File: config.mk
export PLATFORM = sky130hd
export DESIGN_NAME = fbus_scan_addr
export DESIGN_NICKNAME = d
export VERILOG_FILES = /design/src/rtl/fbus_pkg.sv /design/src/rtl/fbus_scan_timer.sv /design/src/rtl/fbus_addr_calc.sv /design/src/rtl/fbus_float_decode.sv /design/src/rtl/fbus_scan_addr.sv
export SDC_FILE = /design/constraint.sdc
export NUM_CORES = 1
export LEC_CHECK = 0
export BUFFER_PORTS_ARGS = -buffer_cell sky130_fd_sc_hd__buf_2
export CAP_MARGIN = 20
export CORE_ASPECT_RATIO = 1.5
export CORE_MARGIN = 2
export CORE_UTILIZATION = 45
export DETAILED_ROUTE_END_ITERATION = 10
export PLACE_DENSITY = 0.7
export SYNTH_ARGS = -nofsm -noshare
export SYNTH_HDL_FRONTEND = slang
export SYNTH_SLANG_ARGS = --single-unit
File: constraint.sdc
create_clock -name clk -period 3 [get_ports clk]
set_clock_uncertainty 0.1 [all_clocks]
set_input_delay 0.15 -clock clk [delete_from_list [all_inputs] [get_ports clk]]
set_output_delay 0.15 -clock clk [all_outputs]
set_load 0.1 [all_outputs]
File: src/rtl/fbus_pkg.sv
// Package: shared widths and the display mode bundle for the floating-bus
// scan address generator. Assumes a 16-bit CPU address space.
package fbus_pkg;
    localparam int ADDR_W = 16;
    localparam int VCNT_W = 8;
    localparam int HCNT_W = 6;

    typedef struct packed {
        logic text;
        logic hires;
        logic page2;
        logic store80;
    } scan_mode_t;
endpackage

File: src/rtl/fbus_scan_timer.sv
// Module: tracks the scanner position as a tick-within-line and a line
// number. Replaces a divide-by-line-length with a running counter pair.
// Assumes at most one CPU cycle elapses per clock.
module fbus_scan_timer #(
    parameter int TICKS = 65,
    parameter int LINES = 262,
    localparam int TW = $clog2(TICKS),
    localparam int LW = $clog2(LINES)
) (
    input  logic          clk,
    input  logic          rst_n,
    input  logic          restart,
    input  logic          advance,
    output logic [TW-1:0] tick,
    output logic [LW-1:0] line
);
    localparam logic [TW-1:0] TICK_LAST = TW'(TICKS - 1);
    localparam logic [LW-1:0] LINE_LAST = LW'(LINES - 1);

    // Advance the tick, carry into the line, wrap at the frame end.
    always_ff @(posedge clk) begin
        if (!rst_n || restart) begin
            tick <= '0;
            line <= '0;
        end else if (advance) begin
            if (tick == TICK_LAST) begin
                tick <= '0;
                line <= (line == LINE_LAST) ? '0 : line + 1'b1;
            end else begin
                tick <= tick + 1'b1;
            end
        end
    end
endmodule

File: src/rtl/fbus_addr_calc.sv
// Module: combinational scan address arithmetic. Derives the horizontal
// count (zero held for two ticks) and the offset vertical count, folds
// them into the interleaved base, then adds the page region for the mode.
module fbus_addr_calc
    import fbus_pkg::*;
#(
    parameter int TW = 7,
    parameter int LW = 9,
    parameter logic [VCNT_W-1:0] V_OFFSET = 8'hFA
) (
    input  logic [TW-1:0]     tick,
    input  logic [LW-1:0]     line,
    input  scan_mode_t        mode,
    output logic [ADDR_W-1:0] addr
);
    logic [HCNT_W-1:0] hcount;
    logic [VCNT_W-1:0] vcount;
    logic [3:0]        row_sum;
    logic [9:0]        base;
    logic              alt_page;
    logic              graphics;

    // Horizontal and vertical counts from the position.
    always_comb begin
        hcount = (tick == '0) ? '0 : HCNT_W'(tick - 1'b1);
        vcount = VCNT_W'(16'(line) + 16'(V_OFFSET));
    end

    // Interleaved base address and page region selection.
    always_comb begin
        row_sum  = 4'hD + {1'b0, hcount[5:3]} + {vcount[7:6], vcount[7:6]};
        base     = {vcount[5:3], row_sum, hcount[2:0]};
        alt_page = mode.page2 & ~mode.store80;
        graphics = mode.hires & ~mode.text;
        if (graphics) begin
            addr = {6'b0, base}
                 | (alt_page ? 16'h4000 : 16'h2000)
                 | {3'b0, vcount[2:0], 10'b0};
        end else begin
            addr = {6'b0, base} | (alt_page ? 16'h0800 : 16'h0400);
        end
    end
endmodule

File: src/rtl/fbus_float_decode.sv
// Module: flags CPU reads of the unconnected I/O window. The flag is
// registered so that it lines up with the registered scan address.
module fbus_float_decode
    import fbus_pkg::*;
#(
    parameter logic [ADDR_W-1:0] WIN_LO = 16'hC020,
    parameter logic [ADDR_W-1:0] WIN_HI = 16'hC02F
) (
    input  logic              clk,
    input  logic              rst_n,
    input  logic              rd,
    input  logic [ADDR_W-1:0] addr,
    output logic              hit
);
    // Register the window-hit on a read.
    always_ff @(posedge clk) begin
        if (!rst_n) hit <= 1'b0;
        else        hit <= rd && (addr >= WIN_LO) && (addr <= WIN_HI);
    end
endmodule

File: src/rtl/fbus_scan_addr.sv
// Module: top of the floating-bus scan address generator. Keeps the frame
// position, computes the scanner's fetch address and registers it together
// with the unconnected-read strobe. Assumes mode bits are static or change
// between CPU cycles; the output follows them one clock later.
module fbus_scan_addr
    import fbus_pkg::*;
#(
    parameter int TICKS_PER_LINE  = 65,
    parameter int LINES_PER_FRAME = 262,
    parameter logic [VCNT_W-1:0] V_OFFSET = 8'hFA,
    parameter logic [ADDR_W-1:0] FLOAT_LO = 16'hC020,
    parameter logic [ADDR_W-1:0] FLOAT_HI = 16'hC02F
) (
    input  logic              clk,
    input  logic              rst_n,
    input  logic              frame_start,
    input  logic              cyc_step,
    input  logic              text_mode,
    input  logic              hires_mode,
    input  logic              page2_sel,
    input  logic              store80_on,
    input  logic              io_rd,
    input  logic [ADDR_W-1:0] io_addr,
    output logic [ADDR_W-1:0] scan_addr,
    output logic              float_rd
);
    localparam int TW = $clog2(TICKS_PER_LINE);
    localparam int LW = $clog2(LINES_PER_FRAME);

    logic [TW-1:0]     tick_w;
    logic [LW-1:0]     line_w;
    logic [ADDR_W-1:0] addr_w;
    scan_mode_t        mode_w;

    assign mode_w = '{text: text_mode, hires: hires_mode,
                      page2: page2_sel, store80: store80_on};

    fbus_scan_timer #(
        .TICKS (TICKS_PER_LINE),
        .LINES (LINES_PER_FRAME)
    ) u_timer (
        .clk     (clk),
        .rst_n   (rst_n),
        .restart (frame_start),
        .advance (cyc_step),
        .tick    (tick_w),
        .line    (line_w)
    );

    fbus_addr_calc #(
        .TW       (TW),
        .LW       (LW),
        .V_OFFSET (V_OFFSET)
    ) u_calc (
        .tick (tick_w),
        .line (line_w),
        .mode (mode_w),
        .addr (addr_w)
    );

    fbus_float_decode #(
        .WIN_LO (FLOAT_LO),
        .WIN_HI (FLOAT_HI)
    ) u_decode (
        .clk   (clk),
        .rst_n (rst_n),
        .rd    (io_rd),
        .addr  (io_addr),
        .hit   (float_rd)
    );

    // Register the scan address for the memory system.
    always_ff @(posedge clk) begin
        if (!rst_n) scan_addr <= '0;
        else        scan_addr <= addr_w;
    end
endmodule

Yosys cells after proc, flatten, opt, wreduce, memory -nomap -nowiden
Cells that the tools add are included.

Word-level logic and storage cells: 33. Flip-flop bits (word level): 33. Output and inout bits: 17. Input bits: 25.

Reduce and logical (&&, ||, !) cells: 6. Mux-type cells: 6. $lt $le $gt $ge: 2. Bitwise operators: 7. Equal/unequal tests: 2. $add $sub $neg: 6.

Operator list (number): $or A10 B16 Y16 (2); $ge A16 B16 Y1 const B (1); $le A16 B16 Y1 const B (1); $mux W16 (1); $or A16 B13 Y16 (1); $mux W15 (1); $mux W12 (1); $add A9 B1 Y9 const B (1); $eq A9 B9 Y1 const B (1); $mux W9 (1); $add A8 B8 Y8 const B (1); $add A7 B1 Y7 const B (1); $eq A7 B7 Y1 const B (1); $logic_not A7 Y1 (1); $mux W7 (1); $mux W6 (1); $sub A6 B1 Y6 const B (1); $add A4 B3 Y4 const A (1); $add A4 B4 Y4 (1); $and A1 B1 Y1 (2); $logic_and A1 B1 Y1 (2); $not A1 Y1 (2); $reduce_and A2 Y1 (1); $logic_not A1 Y1 (1); $logic_or A1 B1 Y1 (1).

Depth between registers and ports, before layout
Depth after elaboration: 7. Gate-level depth with buffers: 13. Depth with buffers taken out: 13.

By module
From an unflattened synthesis, not the netlist that was laid out.

Cells, all modules: 187. Area, all modules: 1775.5 µm².

By module, submodules not included: fbus_scan_timer (seq. area each 320.3 µm², instances 1, cells an instance 92, area an instance 859.6 µm²); fbus_scan_addr (seq. area each 320.3 µm², instances 1, cells an instance 33, area an instance 446.7 µm²); fbus_addr_calc (seq. area each 0.0 µm², instances 1, cells an instance 56, area an instance 404.1 µm²); fbus_float_decode (seq. area each 20.0 µm², instances 1, cells an instance 6, area an instance 65.1 µm²).

Least setup slack after synthesis
Ideal clock, no wire load.

Path type: register to register. Start: register u_timer.line[3]. End: register scan_addr[6]. Required time: 2.835 ns. Stages on the path, launching flop included: 12. Buffers on the path: 1. Setup time: 0.065 ns. Path slack: 0.279 ns. Data arrival time: 2.556 ns. Period minus slack after synthesis: 2.721 ns. Cells stage by stage: dfxtp_1 clkbuf_1 or4_1 nor2_1 xor2_1 ha_1 ha_1 inv_1 fa_1 xnor2_1 xnor3_1 nor2b_1.

Longest elaborated chain between the ends: 5. Elaborated cells between the ends (all ways): 6. Those cells by class: add/sub: 2; mux: 1; bitwise: 3.

RTL lines: start: declaration (RTL line fbus_scan_timer.sv:15) `output logic [LW-1:0] line`; start signal: assignment (RTL line fbus_scan_timer.sv:28) `line <= (line == LINE_LAST) ? '0 : line + 1'b1;`; $add A8 B8 Y8 * (RTL line fbus_addr_calc.sv:26) `vcount = VCNT_W'(16'(line) + 16'(V_OFFSET));`; $add A4 B4 Y4 * (RTL line fbus_addr_calc.sv:31) `row_sum = 4'hD + {1'b0, hcount[5:3]} + {vcount[7:6], vcount[7:6]};`; $or A10 B16 Y16 (RTL line fbus_addr_calc.sv:37) `| (alt_page ? 16'h4000 : 16'h2000)`; $or A16 B13 Y16 (RTL line fbus_addr_calc.sv:38) `| {3'b0, vcount[2:0], 10'b0};`; $mux W16 * (RTL line fbus_addr_calc.sv:35) `if (graphics) begin`; end signal: assignment (RTL line fbus_scan_addr.sv:75) `else scan_addr <= addr_w;`; end: declaration (RTL line fbus_scan_addr.sv:24) `output logic [ADDR_W-1:0] scan_addr,`.

Every way passes the cells marked *; elsewhere a longest branch is shown, timed or not. A chain may end at the register's enable or synchronous reset.

Final worst setup path
Start: register u_timer.line[4]. End: register scan_addr[6].

The elaborated chain is that of the path after synthesis.

==> impl_metrics.yaml <==
final_layout:
  layout-drive-gt1-share_pct: 21.5
  multi_input_area_sq_um: 858
  final_cell_area_sq_mm: 0.00190
  antenna_cells: 0
  final_nets: 249
  final_cells: 256
  synthToLayoutAreaGrowth_pct: 20.4
  regArea_sq_um: 641
  fillers: 336
  layout_common_cells: "buf_2, dfxtp_1, nor2_1"
  final_common_cell: "buf_2"
global_routing:
  gr-usage-all-layers_pct: 17.3
  grt_max_degree: 17
  grt_pass1_vias: 1254
  overflow: 0
  grt_pass1_wl_mm: 5.28
  antenna_found_initial: 0
critical_path:
  path_max_fanout: 9
  worst_r2r_startpoint: "u_timer.line[4]"
  crit_path_end_kind: "flop"
  startpoint_type: "flop"
  crit_type: "flop to flop"
  reg2reg_depth: 10
  crit_start: "u_timer.line[4]"
  arrival_ps: 2890
  required_ps: 3120
power_and_ir_drop:
  p_switching_mw: 0.278
  sw_frac_of_total_pct: 27.9
  seq_power_share_pct: 44.2
  internal-power_mw: 0.717
  powerDensity_mw_per_mm2: 525
  combPwrFrac_pct: 15.1
  power.static_leakage_nw: 0.825
  clockPowerShare_pct: 40.8
  vdd_drop_max_uv: 425
clocking:
  h-tree-depth: 2
  post_cts_buffers: 0
  clock-root-buffer: "clkbuf_8"
  cts.clk_slew.worst_paths_ps: 70
  cts_tree: "yes"
  cts_made_buffers: 5
  clk_latency_ps: 290
  ctsLongestPathBuffers: 2
  cts_sinks: 32
die:
  die-area_sq_mm: 0.00400
  core_area_sq_mm: 0.00338
  die_h_microns: 76.5
  rows: 26
  die_w_microns: 52.3
  io_pins: 42
  start_util_pct: 46.6
synthesis:
  synth_top_cell_by_area: "dfxtp_1"
  synthTopCellsByArea: "dfxtp_1, ha_1, xnor2_1"
  synth.avg_cell_area_sq_um: 8.90
  seq_area_frac_synth_pct: 40.7
  synthDistinctLibCells: 35
  async_flop_share_pct: 0
  synth_area_sq_mm: 0.00158
  synth_cells: 177
  yosys_warnings: 0
  synth_top_area_share_pct: 40.7
  synthFlopType: "dfxtp_1"
  synth_edf_count: 0
  syn-num-nets: 213
  ys_seq_elements: 32
placed_design:
  place_inst: 246
  dpl.hpwl_mm: 2.25
  gp_congestion: 0.829
  placed_area_sq_mm: 0.00176
  io_buffers: 36
drt:
  vias_per_cell: 4.89
  highest_layer: "met4"
  dr_wl_met3_microns: 83
  drcViolationCount: 0
  firstDrtPassIters: 4
  drt_iter0_drc: 23
  ant_nets: 0
  drt-total-wl_mm: 2.96
  met2_length_mm: 1.63
  post_drt_wl_per_cell_microns: 11.5
  m1WireLength_mm: 1.15
  vias: 1251
timing:
  hold_viol: 0
  max_freq_ghz: 0.361
  slew_headroom_pct: 61.0
  slew_viol_final: 0
  post-route-period-util_pct: 92.3
  setup_tns_ps: 0
  setup_viol: 0
  period_minus_slack_ps: 2770
  tightest_slew_ps: 582
  rsz0062_at_grt: "no"
hold_path:
  hold_path_depth: 3
  hp-start: "store80_on"
  hp-class: "primary input to flop"
flow_run:
  maxCapViolations: 0
run_status:
  status: "finished, final reports clean"
-- sequential cells by signal, indices dropped and copies added, names as in the netlist --
name,count
scan_addr,15
u_timer.line,9
u_timer.tick,7
u_decode.hit,1
-- Yosys cell counts, drive strengths merged, types with 2 or more instances --
cell type  instances
nand2b             2
or4                2
nor2b              7
clkbuf             6
buf                4
nor4b              2
nor4               6
nor3               6
or4b               2
xnor2             13
and2               5
ha                10
a21oi              4
dfxtp             32
and3               2
nand3              3
xor2               9
nand2             15
nand4              4
inv                7
o21ai              3
nor2              24
-- worst paths after layout --
check                                     end  slack [ps]
worst min register to register   scan_addr[0]         420
worst min-delay path            scan_addr[13]          20
worst max register to register   scan_addr[6]         230
worst max-delay path             scan_addr[6]         230
-- area by class of cell --
| cell class | count | share of cell area [%] |
|---|---|---|
| Tap cell | 42 | 2.77 |
| Sequential cell | 32 | 33.8 |
| Multi-Input combinational cell | 128 | 45.3 |
| Clock inverter | 3 | 2.24 |
| Timing Repair Buffer | 39 | 10.9 |
| Inverter | 7 | 1.39 |
| Clock buffer | 5 | 3.63 |
-- power groups by stage --
stage / Clock (mW) / Combinational, mW / Sequential, mW
floorplan: 0 / 0.0421 / 0.527
global placement: 0 / 0.149 / 0.449
detailed placement: 0 / 0.150 / 0.449
CTS: 0.417 / 0.152 / 0.439
global route: 0.437 / 0.160 / 0.440
finish: 0.406 / 0.150 / 0.439
-- metrics by stage --
| step | util [%] | hold WS (ps) | setup WS [ps] | power [mW] |
|---|---|---|---|---|
| global placement | 52.1 | 213 | 282 | 0.598 |
| global route | 56.1 | 49.2 | 15.8 | 1.04 |
| finish | 56.1 | 23.7 | 231 | 0.995 |
| detailed placement | 52.1 | 215 | 184 | 0.600 |
| floorplan | - | 125 | 279 | 0.569 |
| CTS | 56.0 | 23.1 | 117 | 1.01 |
-- what timing repair did --
action	4_1_cts	5_1_grt
gates resized for setup	0	1
hold endpoints to repair	1	0
hold buffers	2	0
setup endpoints to repair	0	1
-- layer usage --
layer  track usage (%)  vias to the layer above
met5                 0                        -
met4              8.97                        0
met3              5.49                       11
met2              30.1                       16
met1              17.6                      569
li1                  -                      655
-- critical path: stages, from the launching register on --
cell     delay, ps
dfxtp_1        390
or4_1          570
nor2_2         180
xor2_1         110
ha_1           290
ha_1           140
inv_1           50
fa_1           370
xnor2_1        170
xnor3_1        240
nor2b_1        110
-- cells by family (layout without fill, tap and decap cells) --
logic type | Yosys count | count (layout) | share of synthesized area [%]
XOR/XNOR | 23 | 23 | 13.7
buffers and inverters | 17 | 54 | 5.00
flip-flops | 32 | 32 | 40.7
adder cells (fa/ha/maj) | 11 | 11 | 9.21
multiplexers | 1 | 1 | 0.635
AO/OA/AOI/OAI | 9 | 9 | 3.34
other | 1 | 1 | 0.238
AND/OR/NAND/NOR | 83 | 83 | 27.2
No activity file was read; power rests on OpenSTA's default activity.
